==> src/rtl/pps_pkg.sv <==
package pps_pkg;

    localparam int unsigned PPS_COMP_W = 6;

    typedef enum logic [1:0] {
        PH_IDLE      = 2'd0,
        PH_WANT_EVEN = 2'd1,
        PH_WANT_ODD  = 2'd2
    } pair_phase_e;

endpackage

==> src/rtl/pps_pair_fsm.sv <==
module pps_pair_fsm
    import pps_pkg::*;
#(
    parameter int unsigned PIX_W = 18
) (
    input  logic             clk,
    input  logic             rst_n,
    input  logic             de,
    input  logic [PIX_W-1:0] pix,
    output logic             line_start,
    output logic [PIX_W-1:0] odd_hold,
    output logic [PIX_W-1:0] even_hold,
    output logic             pair_rdy
);

    pair_phase_e state_q, state_d;
    logic        take_odd, take_even, pad_even;

    // next-state and transition decode
    always_comb begin
        state_d    = state_q;
        line_start = 1'b0;
        take_odd   = 1'b0;
        take_even  = 1'b0;
        pad_even   = 1'b0;
        unique case (state_q)
            PH_IDLE: begin
                if (de) begin
                    line_start = 1'b1;
                    take_odd   = 1'b1;
                    state_d    = PH_WANT_EVEN;
                end
            end
            PH_WANT_EVEN: begin
                if (de) begin
                    take_even = 1'b1;
                    state_d   = PH_WANT_ODD;
                end else begin
                    pad_even  = 1'b1;
                    state_d   = PH_IDLE;
                end
            end
            PH_WANT_ODD: begin
                if (de) begin
                    take_odd = 1'b1;
                    state_d  = PH_WANT_EVEN;
                end else begin
                    state_d  = PH_IDLE;
                end
            end
            default: state_d = PH_IDLE;
        endcase
    end

    // state register
    always_ff @(posedge clk) begin
        if (!rst_n) state_q <= PH_IDLE;
        else        state_q <= state_d;
    end

    // capture registers
    always_ff @(posedge clk) begin
        if (!rst_n) begin
            odd_hold  <= '0;
            even_hold <= '0;
            pair_rdy  <= 1'b0;
        end else begin
            if (take_odd)  odd_hold  <= pix;
            if (take_even) even_hold <= pix;
            else if (pad_even) even_hold <= '0;
            pair_rdy <= take_even | pad_even;
        end
    end

endmodule

==> src/rtl/pps_clk_gen.sv <==
module pps_clk_gen (
    input  logic clk,
    input  logic rst_n,
    input  logic line_start,
    output logic drv_clk,
    output logic hstart
);

    always_ff @(posedge clk) begin
        if (!rst_n) begin
            drv_clk <= 1'b0;
            hstart  <= 1'b0;
        end else begin
            drv_clk <= line_start ? 1'b1 : ~drv_clk;
            hstart  <= line_start | (hstart & drv_clk);
        end
    end

endmodule

==> src/rtl/pps_lane_order.sv <==
module pps_lane_order #(
    parameter int unsigned COMP_W = 6,
    localparam int unsigned PIX_W = 3 * COMP_W
) (
    input  logic             swap,
    input  logic [PIX_W-1:0] pix_in,
    output logic [PIX_W-1:0] pix_out
);

    logic [COMP_W-1:0] red_f, grn_f, blu_f;

    assign red_f = pix_in[3*COMP_W-1:2*COMP_W];
    assign grn_f = pix_in[2*COMP_W-1:COMP_W];
    assign blu_f = pix_in[COMP_W-1:0];

    always_comb begin
        if (swap) pix_out = {blu_f, grn_f, red_f};
        else      pix_out = {red_f, grn_f, blu_f};
    end

endmodule

==> src/rtl/pixel_pair_splitter.sv <==
module pixel_pair_splitter
    import pps_pkg::*;
#(
    parameter int unsigned COMP_W = PPS_COMP_W,
    localparam int unsigned PIX_W = 3 * COMP_W,
    localparam int unsigned N_BUS = 2
) (
    input  logic             clk,
    input  logic             rst_n,
    input  logic             pix_de,
    input  logic [PIX_W-1:0] pix_data,
    input  logic             swap_rb,
    output logic             drv_clk,
    output logic             drv_clk_n,
    output logic             hstart,
    output logic [PIX_W-1:0] odd_bus,
    output logic [PIX_W-1:0] even_bus
);

    logic             line_start;
    logic             pair_rdy;
    logic [PIX_W-1:0] odd_hold, even_hold;
    logic [PIX_W-1:0] lane_src [N_BUS];
    logic [PIX_W-1:0] lane_dst [N_BUS];

    pps_pair_fsm #(.PIX_W(PIX_W)) u_fsm (
        .clk        (clk),
        .rst_n      (rst_n),
        .de         (pix_de),
        .pix        (pix_data),
        .line_start (line_start),
        .odd_hold   (odd_hold),
        .even_hold  (even_hold),
        .pair_rdy   (pair_rdy)
    );

    pps_clk_gen u_clk (
        .clk        (clk),
        .rst_n      (rst_n),
        .line_start (line_start),
        .drv_clk    (drv_clk),
        .hstart     (hstart)
    );

    assign drv_clk_n   = ~drv_clk;
    assign lane_src[0] = odd_hold;
    assign lane_src[1] = even_hold;

    for (genvar b = 0; b < N_BUS; b++) begin : g_lane
        pps_lane_order #(.COMP_W(COMP_W)) u_order (
            .swap    (swap_rb),
            .pix_in  (lane_src[b]),
            .pix_out (lane_dst[b])
        );
    end

    always_ff @(posedge clk) begin
        if (!rst_n) begin
            odd_bus  <= '0;
            even_bus <= '0;
        end else if (pair_rdy) begin
            odd_bus  <= lane_dst[0];
            even_bus <= lane_dst[1];
        end
    end

endmodule

==> config.mk <==
export PLATFORM = sky130hd
export DESIGN_NAME = pixel_pair_splitter
export DESIGN_NICKNAME = d
export VERILOG_FILES = /design/src/rtl/pps_pkg.sv /design/src/rtl/pps_pair_fsm.sv /design/src/rtl/pps_clk_gen.sv /design/src/rtl/pps_lane_order.sv /design/src/rtl/pixel_pair_splitter.sv
export SDC_FILE = /design/constraint.sdc
export NUM_CORES = 1
export LEC_CHECK = 0
export BUFFER_PORTS_ARGS = -buffer_cell sky130_fd_sc_hd__buf_2
export CAP_MARGIN = 20
export CORE_MARGIN = 2
export CORE_UTILIZATION = 33
export DETAILED_ROUTE_END_ITERATION = 7
export GPL_TIMING_DRIVEN = 1
export PLACE_DENSITY = 0.48
export SLEW_MARGIN = 0
export SYNTH_ARGS = -nofsm -noshare
export SYNTH_HDL_FRONTEND = slang
export SYNTH_SLANG_ARGS = --single-unit
==> constraint.sdc <==
create_clock -name clk -period 1.2 [get_ports clk]
set_input_delay 0.24 -clock clk [delete_from_list [all_inputs] [get_ports clk]]
set_output_delay 0.24 -clock clk [all_outputs]
set_load 0.02 [all_outputs]
==> results.cfg, run 1 <==
[logic_synthesis]
synth_area_leaders = dfxtp_1, mux2i_1, nand2_1, a21boi_1, a21oi_1
synth_ff_type = dfxtp_1
ys.warnings.count = 0
avgSynthCellArea_um2 = 9.70
synth_common_cells = dfxtp_1, nand2_1, mux2i_1
synth_top_area_frac = 0.495
synth_edf_count = 0
yosysSeqAreaShare = 0.495
syn_inst = 321
synthArstFlopShare = 0
synth_most_common_cell = dfxtp_1
synth_cell_type_count = 23
ys_ff_latch = 77
syn_nets = 343
synth_area_mm2 = 0.00311
yosysTopAreaCell = dfxtp_1

[critical_path]
crit_path_end_kind = primary output
crit_path_max_fanout = 4
criticalPathCategory = flop to primary output
worst_ep_required_time_ns = 0.96
cp.arrival_ns = 0.90
crit_chain = inv_1 > buf_2
crit_path_start_kind = flop
rr_startpoint = u_fsm.state_q[0]$_SDFFE_PN0P_
cp-startpoint = u_clk.drv_clk$_SDFF_PN0_
cpPeakStageDelay_ns = 0.37
r2r.worst_path.cells = 4
slowest_stage = dfxtp_1

[clock_network]
cts_setup_buffers = 0
cts_root_buf = clkbuf_8
cts_made_buffers = 9
cts_hold_buf = 0
h-tree-depth = 3
insertion_delay_ns = 0.34
post_cts_resized = 0
tritoncts = yes
clock_sinks = 77
clk_pin_slew_worst_paths_ns = 0.08
clockBufferDepth = 2

[power_and_ir_drop]
power_density_mw_per_mm2 = 1390
total_leakage_power_nw = 1.53
vdd_drop_max_uv = 620

[detailed_routing]
via_count = 2357
drtIter0Drc = 76
finalWirelength_um = 6920
drtPass1Iterations = 4
drtAntennaViolNets = 0
via_per_inst = 4.82
wl_per_cell_um = 14.1
drcViolationCount = 0

[cells_and_area]
fin_cells = 489
final_layout_size_suffix_gt1_frac = 0.280
fillCellCount = 967
antenna_cells_inserted = 0
syn2layout_area_growth_pct = 19.3
fin_nets = 396

[placed_design]
gp_congestion = 0.727
dp_hpwl_um = 4680
io_buffers = 60
place_inst = 474

[sta]
fin_tns_setup_ns = 0
hold_violations = 0
tightest_slew_ns = 0.194
fin_crit_sh = 0.951
clock.fmax_mhz = 876
drv_slew = 0
skew_ns = 0.0119
slew_headroom = 0.867
finalCriticalPeriod_ns = 1.14
setup_viol = 0

[global_routing]
grt.total_usage = 0.142
grt_pass1_wl_um = 11300
gr-total-overflow = 0
grt_start_max_net_pins = 50
grt_pass1_vias = 2188
antenna_found_initial = 3

[run]
drv_cap = 0

[floorplan]
die-area_mm2 = 0.0102
pin_count = 61
fp.dieH_um = 101
coreArea_mm2 = 0.00920
num_rows = 35
start_util = 0.339
fp.dieW_um = 101

[min_path]
min_from = pix_data[16]
hold_depth = 3
hp-class = input port to flop

[status]
status = completed
flip-flops by register name, indices dropped and copies added, names as in the netlist:
name	cells
u_fsm.state_q	2
u_fsm.pair_rdy	1
u_fsm.even_hold	18
even_bus	18
u_clk.drv_clk	1
odd_bus	18
u_clk.hstart	1
u_fsm.odd_hold	18
layer usage:
metal  GRT usage  part of all wire
met1       0.202              0.52
met2       0.201              0.40
met3      0.0451             0.059
met4      0.0499             0.014
met5           0            0.0039
power breakdown:
group,internal (W),total [W],switching (W)
combinational,0.000245,0.000569,0.000324
sequential,0.00266,0.00272,0.0000653
clock,0.000940,0.00187,0.000929
total,0.00384,0.00516,0.00132
through the flow:
stage	hold WS (ns)	total power, W	area, um2	worst slack, ns	utilization
finish	0.153	0.00516	3710	0.0590	0.404
CTS	0.145	0.00524	3710	0.0320	0.404
global placement	0.447	0.00335	3530	0.162	0.384
global route	0.147	0.00541	3710	-0.000000888	0.404
floorplan	0.384	0.00316	3110	0.227	-
detailed placement	0.452	0.00336	3530	0.152	0.384
critical path, delay by kind of cell (launching register included):
kind     cells  cell delay [ns]
flops        1             0.37
buf+inv      2             0.20
cell usage in the layout (no fill, tap or decap):
master,netlist,layout
clkbuf_1,5,1
o21ai_0,19,19
bufinv_16,0,1
nor2b_1,12,12
and3_1,1,1
a21boi_1,18,18
inv_1,1,1
nand2b_1,3,3
a21oi_1,24,24
and2b_1,1,1
dfxtp_1,77,76
clkinvlp_4,0,1
a21boi_0,10,10
nor2b_2,1,1
nand2_1,45,45
and2_1,2,2
nand3_1,18,18
clkinv_2,0,3
dfxtp_2,0,1
a21boi_2,10,10
mux2i_1,36,36
buf_12,1,8
o21ai_1,5,5
buf_2,10,60
clkbuf_8,0,9
buf_4,8,2
nand2_2,10,10
final cells by class:
class / instances / area [um2] / area share
clock inverters: 5 / 52.6 / 0.0141
clock buffers: 10 / 128 / 0.0344
flip-flops and latches: 77 / 1540 / 0.415
well taps: 111 / 139 / 0.0374
inverters: 1 / 3.75 / 0.00101
repair buffers: 70 / 475 / 0.128
multi-input cells: 215 / 1370 / 0.370
kinds of logic after synthesis:
kind of cell,synth area share
multiplexers,0.116
AO/OA/AOI/OAI,0.181
buffers and inverters,0.0635
AND/OR/NAND/NOR,0.145
flip-flops,0.495
path summary, 6_finish.rpt:
path                                                          to  slack [ns]
worst max-delay path                                   drv_clk_n        0.06
worst min-delay path             u_fsm.odd_hold[16]$_SDFFE_PN0P_        0.15
worst max register to register   u_fsm.even_hold[4]$_SDFFE_PN0P_        0.17
worst min register to register  u_fsm.even_hold[10]$_SDFFE_PN0P_        0.46
(Power assumes the default switching activity.)
==> run 2: changes to the inputs <==
--- a/config.mk
+++ b/config.mk
@@ -9,6 +9,7 @@
 export CAP_MARGIN = 20
 export CORE_MARGIN = 2
 export CORE_UTILIZATION = 33
+export CTS_BUF_LIST = sky130_fd_sc_hd__clkbuf_16
 export DETAILED_ROUTE_END_ITERATION = 7
 export GPL_TIMING_DRIVEN = 1
 export PLACE_DENSITY = 0.48
==> run 2 against run 1 <==
Net effect:
- hold slack improved by 0.015 ns
- global-route usage grew 0.32 points
- via count increased by 0.89%
- sequential share of layout area shrank 1.1 points
- clock skew down 0.0055 ns
- clock power rose by 40%
- clock-buffer cell count decreased by 1
- critical path type unchanged
- critical endpoint unchanged
- largest power group unchanged
- highest routed layer unchanged
==> results.cfg, run 2 (same netlist as run 1, synthesis figures left out) <==
[critical_path]
crit_path_end_kind = primary output
cp.arrival_ns = 0.88
rr_startpoint = u_fsm.state_q[0]$_SDFFE_PN0P_
rrSetupSlack_ns = 0.18
worst_ep_required_time_ns = 0.96
regToRegEndpoint = u_fsm.even_hold[4]$_SDFFE_PN0P_
crit_path_max_fanout = 4
endpoint = drv_clk_n
criticalPathCategory = flop to primary output
r2r.worst_path.cells = 4
crit_path_start_kind = flop
cp-startpoint = u_clk.drv_clk$_SDFF_PN0_

[global_routing]
antenna_found_initial = 3
gr-total-overflow = 0
grt_pass1_wl_um = 11400
grt.total_usage = 0.145
grt_pass1_vias = 2194
grt_start_max_net_pins = 50

[sta]
fin_tns_setup_ns = 0
hold_violations = 0
skew_ns = 0.00644
clock.fmax_mhz = 890
rsz0062_at_grt = no
setup_viol = 0
finalCriticalPeriod_ns = 1.12
fin_crit_sh = 0.936
slew_headroom = 0.873
drv_slew = 0
tightest_slew_ns = 0.186

[floorplan]
fp.dieW_um = 101
fp.dieH_um = 101
num_rows = 35
pin_count = 61
coreArea_mm2 = 0.00920
die-area_mm2 = 0.0102
start_util = 0.339

[cells_and_area]
fin_cells = 490
layout_commonest_cell = dfxtp_1
fin_nets = 396
final_layout_size_suffix_gt1_frac = 0.280
final_cell_mix = dfxtp_1, buf_2, nand2_1, mux2i_1, a21oi_1
syn2layout_area_growth_pct = 22.7
register_area_mm2 = 0.00154
multi_input_area_mm2 = 0.00137
fillCellCount = 961

[clock_network]
insertion_delay_ns = 0.33
cts_root_buf = clkbuf_16
h-tree-depth = 3
post_cts_resized = 0
clockBufferDepth = 2
tritoncts = yes
clk_pin_slew_worst_paths_ns = 0.06
cts_made_buffers = 9
cts_hold_buf = 0
clock_sinks = 77
cts_setup_buffers = 0

[status]
status = completed

[min_path]
hp-class = input port to flop
min_from = pix_data[16]

[detailed_routing]
via_count = 2378
wl_per_cell_um = 14.2
via_per_inst = 4.85
drtPass1Iterations = 4
finalWirelength_um = 6960
drcViolationCount = 0
drtAntennaViolNets = 0
drtIter0Drc = 91

[power_and_ir_drop]
total_leakage_power_nw = 1.58
power_density_mw_per_mm2 = 1550
vdd_drop_max_uv = 550

[placed_design]
place_inst = 474
io_buffers = 60
dp_hpwl_um = 4680
gp_congestion = 0.727

[run]
drv_cap = 0
## run 2: changes by cell type in the layout (fill, tap and decap cells not counted)
| cell | before | now |
|---|---|---|
| inv_1 | 1 | 2 |
| diode_2 | 0 | 1 |
| clkbuf_8 | 9 | 0 |
| clkbuf_16 | 0 | 9 |
| clkbuf_1 | 1 | 0 |
## run 2: power by group
group          internal, W  leakage (nW)  switching, W  total, W
Sequential         0.00266         0.628     0.0000655   0.00273
Clock              0.00158         0.142       0.00103   0.00261
Combinational     0.000245         0.813      0.000324  0.000569
Total              0.00449          1.58       0.00142   0.00590
## run 2: through the flow
| stage | hold slack, ns | setup slack [ns] | util | power, W | instance area (um2) |
|---|---|---|---|---|---|
| floorplan | 0.384 | 0.227 | - | 0.00316 | 3110 |
| global placement | 0.447 | 0.162 | 0.384 | 0.00335 | 3530 |
| detailed placement | 0.452 | 0.152 | 0.384 | 0.00336 | 3530 |
| CTS | 0.157 | 0.0516 | 0.415 | 0.00598 | 3820 |
| global route | 0.164 | 0.0294 | 0.415 | 0.00615 | 3820 |
| finish | 0.168 | 0.0763 | 0.415 | 0.00590 | 3820 |
## run 2: worst min path at each step
stage                                  endpoint  cells after the start
5_1_grt         u_fsm.odd_hold[16]$_SDFFE_PN0P_                      3
4_1_cts         u_fsm.odd_hold[16]$_SDFFE_PN0P_                      3
3_5_place_dp    u_fsm.even_hold[8]$_SDFFE_PN0P_                      2
2_1_floorplan   u_fsm.odd_hold[10]$_SDFFE_PN0P_                      2
6_report        u_fsm.odd_hold[16]$_SDFFE_PN0P_                      3
3_3_place_gp   u_fsm.even_hold[10]$_SDFFE_PN0P_                      2
## run 2: critical path: stages, from the launching register on
cell and delay, ns:
dfxtp_1 0.36, inv_1 0.05, buf_2 0.15
## run 2: cell type report
class	count	area share
inverters	1	0.000983
well taps	111	0.0364
clock buffers	9	0.0590
repair buffers	70	0.125
clock inverters	6	0.0147
diodes	1	0.000655
flip-flops and latches	77	0.404
multi-input cells	215	0.360
## run 2: metal layers
layer  GRT usage  vias to the layer above  part of all wire
met5           0                        -            0.0016
met4      0.0686                        2             0.017
met3      0.0472                       12             0.064
met2       0.199                       60              0.40
met1       0.205                     1098              0.52
li1            -                     1206                 -
